==> src/rtl/gpo_pkg.sv <==
package gpo_pkg;
  localparam int DATA_W = 32;
  localparam int PORT_W = 16;
  localparam int LANES  = 4;
  localparam int LANE_W = 8;

  typedef enum logic [1:0] {
    ACC_NONE = 2'd0,
    ACC_PIN  = 2'd1,
    ACC_PAR  = 2'd2
  } acc_kind_e;
endpackage

==> src/rtl/gpo_addr_decode.sv <==
module gpo_addr_decode
  import gpo_pkg::*;
#(
  parameter int ADDR_W   = 9,
  parameter int NUM_PINS = 152,
  parameter int NUM_PORTS = 10,
  parameter int PAR_BASE = 256
) (
  input  logic [ADDR_W-1:0]   addr,
  output acc_kind_e           kind,
  output logic [ADDR_W-3:0]   idx
);
  localparam int WORD_W        = ADDR_W - 2;
  localparam int NUM_PIN_WORDS = (NUM_PINS + LANES - 1) / LANES;
  localparam int PAR_WORD0     = PAR_BASE / 4;
  localparam logic [WORD_W-1:0] PIN_LIMIT = WORD_W'(NUM_PIN_WORDS);
  localparam logic [WORD_W-1:0] PAR_LO    = WORD_W'(PAR_WORD0);
  localparam logic [WORD_W-1:0] PAR_HI    = WORD_W'(PAR_WORD0 + NUM_PORTS);

  logic [WORD_W-1:0] word;
  assign word = addr[ADDR_W-1:2];

  always_comb begin
    kind = ACC_NONE;
    idx  = '0;
    if (word < PIN_LIMIT) begin
      kind = ACC_PIN;
      idx  = word;
    end else if (word >= PAR_LO && word < PAR_HI) begin
      kind = ACC_PAR;
      idx  = word - PAR_LO;
    end
  end
endmodule

==> src/rtl/gpo_write_merge.sv <==
module gpo_write_merge
  import gpo_pkg::*;
#(
  parameter int NUM_PINS = 152,
  parameter int WORD_W   = 7
) (
  input  logic                clk,
  input  logic                rst,
  input  acc_kind_e           kind,
  input  logic [WORD_W-1:0]   idx,
  input  logic                we,
  input  logic [DATA_W-1:0]   wdata,
  input  logic [LANES-1:0]    be,
  output logic [NUM_PINS-1:0] store
);
  logic [NUM_PINS-1:0] next_bits;

  for (genvar p = 0; p < NUM_PINS; p++) begin : g_pin
    localparam int PORT = p / PORT_W;
    localparam int Y    = p % PORT_W;
    localparam int WRD  = p / LANES;
    localparam int LANE = p % LANES;
    logic par_hit;
    logic pin_hit;
    // per-pin path has priority if both ever select the same bit
    assign par_hit = we && (kind == ACC_PAR) && (idx == WORD_W'(PORT))
                     && wdata[DATA_W-1-Y];
    assign pin_hit = we && (kind == ACC_PIN) && (idx == WORD_W'(WRD)) && be[LANE];
    assign next_bits[p] = pin_hit ? wdata[LANE_W*LANE] :
                          par_hit ? wdata[PORT_W-1-Y]  : store[p];
  end

  always_ff @(posedge clk) begin
    if (rst) store <= '0;
    else     store <= next_bits;
  end

  // writes outside both regions or reads leave storage untouched
  assert_unmapped_hold_R9: assert property (@(posedge clk) disable iff (rst)
    !(we && kind != ACC_NONE) |=> $stable(store));
  // an empty select half changes nothing
  assert_mask_zero_hold_R3: assert property (@(posedge clk) disable iff (rst)
    (we && kind == ACC_PAR && wdata[DATA_W-1:PORT_W] == '0) |=> $stable(store));
  // a per-pin write with no strobes changes nothing
  assert_no_strobe_hold_R4: assert property (@(posedge clk) disable iff (rst)
    (we && kind == ACC_PIN && be == '0) |=> $stable(store));
  // reset clears storage
  assert_reset_clear_R10: assert property (@(posedge clk)
    rst |=> (store == '0));
endmodule

==> src/rtl/gpo_readback.sv <==
module gpo_readback
  import gpo_pkg::*;
#(
  parameter int NUM_PINS = 152,
  parameter int WORD_W   = 7
) (
  input  logic                clk,
  input  logic                rst,
  input  acc_kind_e           kind,
  input  logic [WORD_W-1:0]   idx,
  input  logic [NUM_PINS-1:0] store,
  output logic [DATA_W-1:0]   rdata
);
  logic [DATA_W-1:0] rd_next;

  always_comb begin
    rd_next = '0;
    for (int p = 0; p < NUM_PINS; p++) begin
      if (kind == ACC_PIN && idx == WORD_W'(p / LANES))
        rd_next[LANE_W*(p % LANES)] = store[p];
      if (kind == ACC_PAR && idx == WORD_W'(p / PORT_W))
        rd_next[PORT_W-1-(p % PORT_W)] = store[p];
    end
  end

  always_ff @(posedge clk) begin
    if (rst) rdata <= '0;
    else     rdata <= rd_next;
  end

  // select half of a port word always reads as zero
  assert_mask_read_zero_R6: assert property (@(posedge clk) disable iff (rst)
    ($past(kind) == ACC_PAR) |-> (rdata[DATA_W-1:PORT_W] == '0));
  // only bit 0 of each lane can be set on a per-pin read
  assert_lane_upper_zero_R7: assert property (@(posedge clk) disable iff (rst)
    ($past(kind) == ACC_PIN) |-> ((rdata & 32'hFEFE_FEFE) == '0));
  // unmapped reads return zero
  assert_unmapped_read_zero_R9: assert property (@(posedge clk) disable iff (rst)
    ($past(kind) == ACC_NONE) |-> (rdata == '0));
endmodule

==> src/rtl/gpo_masked_bank.sv <==
module gpo_masked_bank
  import gpo_pkg::*;
#(
  parameter int ADDR_W    = 9,
  parameter int NUM_PORTS = 10,
  parameter int NUM_PINS  = 152,
  parameter int PAR_BASE  = 256
) (
  input  logic                clk,
  input  logic                rst,
  input  logic [ADDR_W-1:0]   addr,
  input  logic [31:0]         wr_data,
  input  logic [3:0]          wr_be,
  input  logic                wr_en,
  output logic [31:0]         rd_data,
  output logic [NUM_PINS-1:0] pad_out
);
  localparam int WORD_W = ADDR_W - 2;

  acc_kind_e          kind;
  logic [WORD_W-1:0]  idx;
  logic [NUM_PINS-1:0] store;

  gpo_addr_decode #(
    .ADDR_W(ADDR_W), .NUM_PINS(NUM_PINS), .NUM_PORTS(NUM_PORTS), .PAR_BASE(PAR_BASE)
  ) u_decode (
    .addr(addr), .kind(kind), .idx(idx)
  );

  gpo_write_merge #(.NUM_PINS(NUM_PINS), .WORD_W(WORD_W)) u_merge (
    .clk(clk), .rst(rst), .kind(kind), .idx(idx), .we(wr_en),
    .wdata(wr_data), .be(wr_be), .store(store)
  );

  gpo_readback #(.NUM_PINS(NUM_PINS), .WORD_W(WORD_W)) u_read (
    .clk(clk), .rst(rst), .kind(kind), .idx(idx), .store(store), .rdata(rd_data)
  );

  assign pad_out = store;
endmodule

==> config.mk <==
export PLATFORM = sky130hd
export DESIGN_NAME = gpo_masked_bank
export DESIGN_NICKNAME = d
export VERILOG_FILES = /design/src/rtl/gpo_pkg.sv /design/src/rtl/gpo_addr_decode.sv /design/src/rtl/gpo_write_merge.sv /design/src/rtl/gpo_readback.sv /design/src/rtl/gpo_masked_bank.sv
export SDC_FILE = /design/constraint.sdc
export NUM_CORES = 1
export LEC_CHECK = 0
export ABC_AREA = 1
export BUFFER_PORTS_ARGS = -buffer_cell sky130_fd_sc_hd__buf_2
export CORE_MARGIN = 8
export CORE_UTILIZATION = 40
export DETAILED_ROUTE_END_ITERATION = 10
export HOLD_SLACK_MARGIN = 0.1
export SYNTH_ARGS = -nofsm -noshare
export SYNTH_HDL_FRONTEND = slang
export SYNTH_SLANG_ARGS = --single-unit
==> constraint.sdc <==
create_clock -name clk -period 3.21 [get_ports clk]
set_input_delay 0 -clock clk [delete_from_list [all_inputs] [get_ports clk]]
set_output_delay 0 -clock clk [all_outputs]
set_load 0.005 [all_outputs]
Yosys cells after proc, flatten, opt, wreduce, memory -nomap -nowiden
Cells that the tools add are included.
{"block": "totals", "regBits": 184, "word_cells": 1365, "out_inout_bits": 184}
{"block": "classes", "reduce_logical": 556, "eq_ne": 39, "n_addsub": 1, "magnitude_cmp": 3, "muxes": 612}
{"cell": "two-way mux 1 bit", "n": 608}
{"cell": "logical AND 1 bit", "n": 403}
{"cell": "nonzero test 2 bit", "n": 152}
{"cell": "equality test 7 x 5 -> 1 bit (second input constant)", "n": 16}
{"cell": "equality test 7 x 4 -> 1 bit (second input constant)", "n": 8}
{"cell": "equality test 7 x 6 -> 1 bit (second input constant)", "n": 6}
{"cell": "equality test 7 x 3 -> 1 bit (second input constant)", "n": 4}
{"cell": "equality test 7 x 2 -> 1 bit (second input constant)", "n": 2}
{"cell": "two-way mux 7 bit", "n": 2}
{"cell": "equality test 7 x 1 -> 1 bit (second input constant)", "n": 1}
{"cell": ">= comparator 7 bit (second input constant)", "n": 1}
{"cell": "logical NOT 7 bit", "n": 1}
{"cell": "< comparator 7 x 6 -> 1 bit (second input constant)", "n": 1}
{"cell": "< comparator 7 bit (second input constant)", "n": 1}
{"cell": "subtractor 7 bit (second input constant)", "n": 1}
{"cell": "two-way mux 2 bit", "n": 2}
{"cell": "equality test 2 x 1 -> 1 bit (second input constant)", "n": 1}
{"cell": "equality test 2 bit (second input constant)", "n": 1}

Depth between registers and ports, before layout
{"block": "logic_depth", "ltp_word": 54, "ltp_mapped": 37, "mapped_depth_nobuf": 37}

Hierarchy
Synthesis repeated with hierarchy kept, for this count alone.
{"block": "hier_totals", "hier_cells": 2423, "hier_area_um2": 13818.3}
{"module": "gpo_write_merge", "instances": 1, "cells_each": 1733, "seq_area_each_um2": 3042.9, "area_per_inst_um2": 10351.2}
{"module": "gpo_readback", "instances": 1, "cells_each": 662, "seq_area_each_um2": 360.3, "area_per_inst_um2": 3319.4}
{"module": "gpo_addr_decode", "instances": 1, "cells_each": 28, "seq_area_each_um2": 0.0, "area_per_inst_um2": 147.6}

Least setup slack after synthesis
OpenSTA, ideal clock, no wires.
{"block": "synth_timing", "path_kind": "input to register", "from": "input addr[7]", "to": "register u_read.rdata[0]", "required_time_ps": 3093, "n_path_buf": 0, "setup_ps": 117, "setup_slack_ps": 555, "arrival_time_ps": 2538, "stages": 35, "path_cell_list": "inv_1 > nand2_2 > nor2_2 > nand3_1 > nand2_2 > nand2_4 > nor2_4 > nand2_2 > or2_0 > nand2_1 > nand4_1 > nor2_1 > nand3_1 > nand2_1 > nand3_1 > nand2_1 > nand4_1 > nand2_1 > nand3_1 > nand2_1 > nand4_1 > nand2_1 > nand3_1 > nand2_1 > nand4_1 > nor2_1 > nand3_1 > nand2_1 > nand4_1 > nor2_1 > nand4_1 > nand2_1 > nand4_1 > nor2_1 > nor2_1"}
{"block": "synth_between", "elab_chain_cells": 53}
{"element": "start, declared", "line": "gpo_masked_bank.sv:11", "text": "input logic [ADDR_W-1:0] addr,"}
{"element": ">= comparator 7 bit / < comparator 7 bit (equally long branches)", "line": "gpo_addr_decode.sv:29", "text": "end else if (word >= PAR_LO && word < PAR_HI) begin"}
{"element": "logical AND 1 bit", "line": "gpo_addr_decode.sv:29"}
{"element": "two-way mux 7 bit / two-way mux 2 bit (equally long branches)", "line": "gpo_addr_decode.sv:29"}
{"element": "two-way mux 7 bit / two-way mux 2 bit (equally long branches)", "line": "gpo_addr_decode.sv:26", "text": "if (word < PIN_LIMIT) begin"}
{"element": "logical NOT 7 bit / equality test 2 x 1 -> 1 bit (equally long branches)", "line": "gpo_readback.sv:19, gpo_readback.sv:21"}
{"element": "logical AND 1 bit", "line": "gpo_readback.sv:19", "text": "if (kind == ACC_PIN && idx == WORD_W'(p / LANES))"}
{"element": "two-way mux 1 bit (4 in series)", "line": "gpo_readback.sv:19"}
{"element": "two-way mux 1 bit", "line": "gpo_readback.sv:21", "text": "if (kind == ACC_PAR && idx == WORD_W'(p / PORT_W))"}
{"element": "(+25 left out)"}
{"element": "two-way mux 1 bit (4 in series)", "line": "gpo_readback.sv:19"}
{"element": "two-way mux 1 bit", "line": "gpo_readback.sv:21"}
{"element": "two-way mux 1 bit (4 in series)", "line": "gpo_readback.sv:19"}
{"element": "two-way mux 1 bit", "line": "gpo_readback.sv:21"}
{"element": "two-way mux 1 bit (4 in series)", "line": "gpo_readback.sv:19"}
{"element": "two-way mux 1 bit", "line": "gpo_readback.sv:21"}
{"element": "two-way mux 1 bit", "line": "gpo_readback.sv:19"}
{"element": "two-way mux 1 bit (*)", "line": "gpo_readback.sv:19"}
{"element": "end signal, assigned", "line": "gpo_readback.sv:28", "text": "else rdata <= rd_next;"}
{"element": "end, declared", "line": "gpo_readback.sv:12", "text": "output logic [DATA_W-1:0] rdata"}
Every way passes the cells marked *; elsewhere a longest branch is shown, timed or not.
A chain may end at the register's enable or synchronous reset.

Worst setup path after layout
Same ends and word-level chain as after synthesis.

==> key figures <==
Cells and area
  • Most frequent cells in the layout: nand2_1 (469), inv_1 (250), nor2_1 (242), buf_2 (215), dfxtp_1 (170)
  • Final #Nets: approximately 2.2k
  • Fin util: 0.501
  • Inserted Diodes: 0
  • Layout cell share with drive strength beyond 1: 0.169
  • Commonest non-fill, non-tap cell in the layout: nand2_1
  • Area grow syn2layout: 24.1%

Synth
  • Post-Synth XOR/XNOR Area: 0
  • Synth Register Bits: 170
  • Syn_area_per_cell: between 6 and 7 µm²
  • YS warnings: 0
  • Ys async rst share: 0
  • Post-Synthesis Cells: 1914
  • Post-synth top flop: dfxtp_1
  • Largest family of logic cells by synthesized area: simple AND/OR/NAND/NOR gates
  • EDFF count, synth: 0
  • Mapped cell area: ~12000 µm²
  • Adder-cell share of the synthesized area: 0
  • Register area share after synthesis: 0.294
  • Synth Area in Simple Gates: 0.316
  • Post-synth cell types: between 40 and 50
  • Mux contribution to synthesized area: 0
  • Complex-gate fraction of the synthesized area: 0.267

Critical path
  • CP Data Required Time: approximately 3.5 ns
  • CP arrival: about 3.1 ns
  • Crit path max fanout: 8
  • CP peak stage delay: approximately 0.21 ns
  • Crit path launch type: input port
  • WS Path Type: in2reg
  • CP max stage cell: nand2_1
  • Critical Path Most Common Cell: nand2_1
  • Cells on worst reg2reg path: 27
  • Critical path endpoint category: flop

Power and ir drop
  • Cell Pwr Density: 336 nW/µm²
  • LEAKAGE: a little over 6 nW
  • Worst VDD drop: approximately 0.34 mV

STA
  • Worst hold slack: 0.185 ns
  • Setup TNS: 0 ns
  • Fin crit share: 0.870
  • Min cycle time layout: roughly 2.8 ns
  • Final-report setup violation count: 0
  • Peak Freq: roughly 360 MHz
  • Slew headroom: 0.379
  • Fin. max-slew vios: 0
  • Worst slew pin tran: 0.931 ns
  • Final Hold Viols: 0
  • Skew final: about 0.012 ns

GRT
  • Vias in the first global route: roughly 15k
  • Grt total ovfl: 0
  • Global-route wire length before repair: 93.5 mm
  • Pin count of the biggest net entering global routing: 77
  • GRT Total Usage: 0.366
  • Initial antenna violation count: 2

Floorplanning
  • Starting density of the core: 0.404
  • Die X: around 190 µm
  • Height of the die: 186 µm
  • Die ar.: about 35000 µm²
  • # rows: a little over 60
  • IO Count: 232
  • Core area: 28600 µm²

Run status
  • Status: completed

Drt
  • Pre-antenna DRT Iters: 6
  • Routed wire length per instance: around 25 µm
  • Starting DRT DRC Count: approximately 2.2k
  • Detail Route Antenna Nets: 0
  • Post-Route WL: ~64 mm
  • Vias: approximately 16k
  • Vias per cell: approximately 6.0
  • DR DRC count: 0

CTS
  • Worst-skew pair later-pin latency: between 0.4 and 0.5 ns
  • Largest buffer count on any clock path: 2
  • Root buffer cell: clkbuf_16
  • CTS sink cnt: 170
  • H-tree Lvls: 4
  • Num CTS Buffers: 17
  • Clock transition at path regs: approximately 0.08 ns
  • TritonCTS clock tree: built

Job
  • Total of max-cap violations: 0

Placement
  • GPL Wtd Cong: 0.987
  • Buffers added on ports: around 220
  • Post-DP HPWL: 47.8 mm

Min path
  • HP Class: in2reg
  • Hold Path Cell Cnt: 4
-- Yosys cell counts (2+ instances only) --
master / instances / share of area
buf_4: 14 / 0.0091
a311oi_1: 3 / 0.0023
nor3b_1: 2 / 0.0013
or3_1: 2 / 0.0011
nor2_1: 243 / 0.079
a211oi_1: 10 / 0.0065
o21ai_0: 166 / 0.072
nor2_2: 3 / 0.0016
a2111oi_0: 4 / 0.0030
a41oi_1: 10 / 0.0076
inv_1: 253 / 0.082
o221ai_1: 36 / 0.027
a221oi_1: 12 / 0.0091
o21ai_1: 4 / 0.0017
clkinv_1: 5 / 0.0016
a21oi_1: 108 / 0.047
o311ai_0: 10 / 0.0076
o22ai_1: 10 / 0.0054
nand2_4: 3 / 0.0029
nor4_1: 4 / 0.0022
nor2_4: 2 / 0.0019
buf_1: 7 / 0.0023
o2111ai_1: 9 / 0.0068
clkbuf_1: 80 / 0.026
or2_2: 4 / 0.0022
o211ai_1: 48 / 0.031
dfxtp_1: 170 / 0.29
a31oi_1: 59 / 0.032
nor3_1: 8 / 0.0035
o31ai_1: 7 / 0.0045
nand3b_1: 2 / 0.0013
nand2_2: 8 / 0.0043
nand4_1: 44 / 0.024
nand2_1: 471 / 0.15
nand3_1: 80 / 0.035
-- final timing paths --
check                                       start                 to  slack, ns
worst max-delay path                      addr[7]    u_read.rdata[0]       0.42
worst min-delay path                  wr_data[16]  u_merge.store[46]       0.19
worst max register to register   u_merge.store[8]    u_read.rdata[0]       0.44
worst min register to register  u_merge.store[33]  u_merge.store[33]       0.52
-- layer usage --
| layer | global-route usage | share of wire | vias up |
|---|---|---|---|
| met1 | 0.492 | 0.41 | 7232 |
| met4 | 0.178 | 0.051 | 6 |
| met3 | 0.0818 | 0.12 | 216 |
| met2 | 0.546 | 0.42 | 1147 |
| met5 | 0 | 0.00072 | - |
| li1 | - | - | 6971 |
-- state kept, by name, indices dropped and copies added, names as in the netlist --
name and flops:
u_merge.store 152, u_read.rdata 18
-- area by class of cell --
| cell class | count | area [µm²] |
|---|---|---|
| inverters | 259 | 973 |
| clock inverters | 13 | 128 |
| multi-input cells | 1395 | 6830 |
| fillers | 3062 | 14300 |
| clock buffers | 19 | 443 |
| repair buffers | 338 | 2090 |
| flip-flops and latches | 170 | 3400 |
| well taps | 384 | 480 |
-- through the flow --
step / area, µm² / setup WS, ns / std cells / total power [mW]
floorplan: 11600 / 0.555 / 1927 / 2.41
global placement: 13400 / -0.00579 / 2512 / 2.66
detailed placement: 13400 / -0.0663 / 2512 / 2.66
CTS: 14300 / 0.384 / 2577 / 4.79
global route: 14300 / -0.00662 / 2578 / 4.93
finish: 14300 / 0.416 / 2578 / 4.82
-- kinds of logic after synthesis --
logic type / after synthesis
AND/OR/NAND/NOR: 880
AO/OA/AOI/OAI: 501
other: 1
flip-flops: 170
buffers and inverters: 362
-- what timing repair did --
item / in CTS / in global routing
hold buffers: 33 / 0
buffers inserted: 0 / 1
hold endpoints to repair: 108 / 0
gates resized for setup: 0 / 11
setup endpoints to repair: 0 / 4
-- power breakdown --
part	switching [mW]	total, mW	internal (mW)	leakage, nW
clock	1.09	2.15	1.06	0.284
combinational	0.422	0.554	0.133	4.55
sequential	0.00744	2.12	2.11	1.37
total	1.52	4.82	3.30	6.20
-- worst max-delay path, delay by kind of cell --
kind            cells  cell delay (ns)
simple gates       31             2.56
buf+inv             4             0.46
compound gates      1             0.10
(Power assumes the default switching activity.)
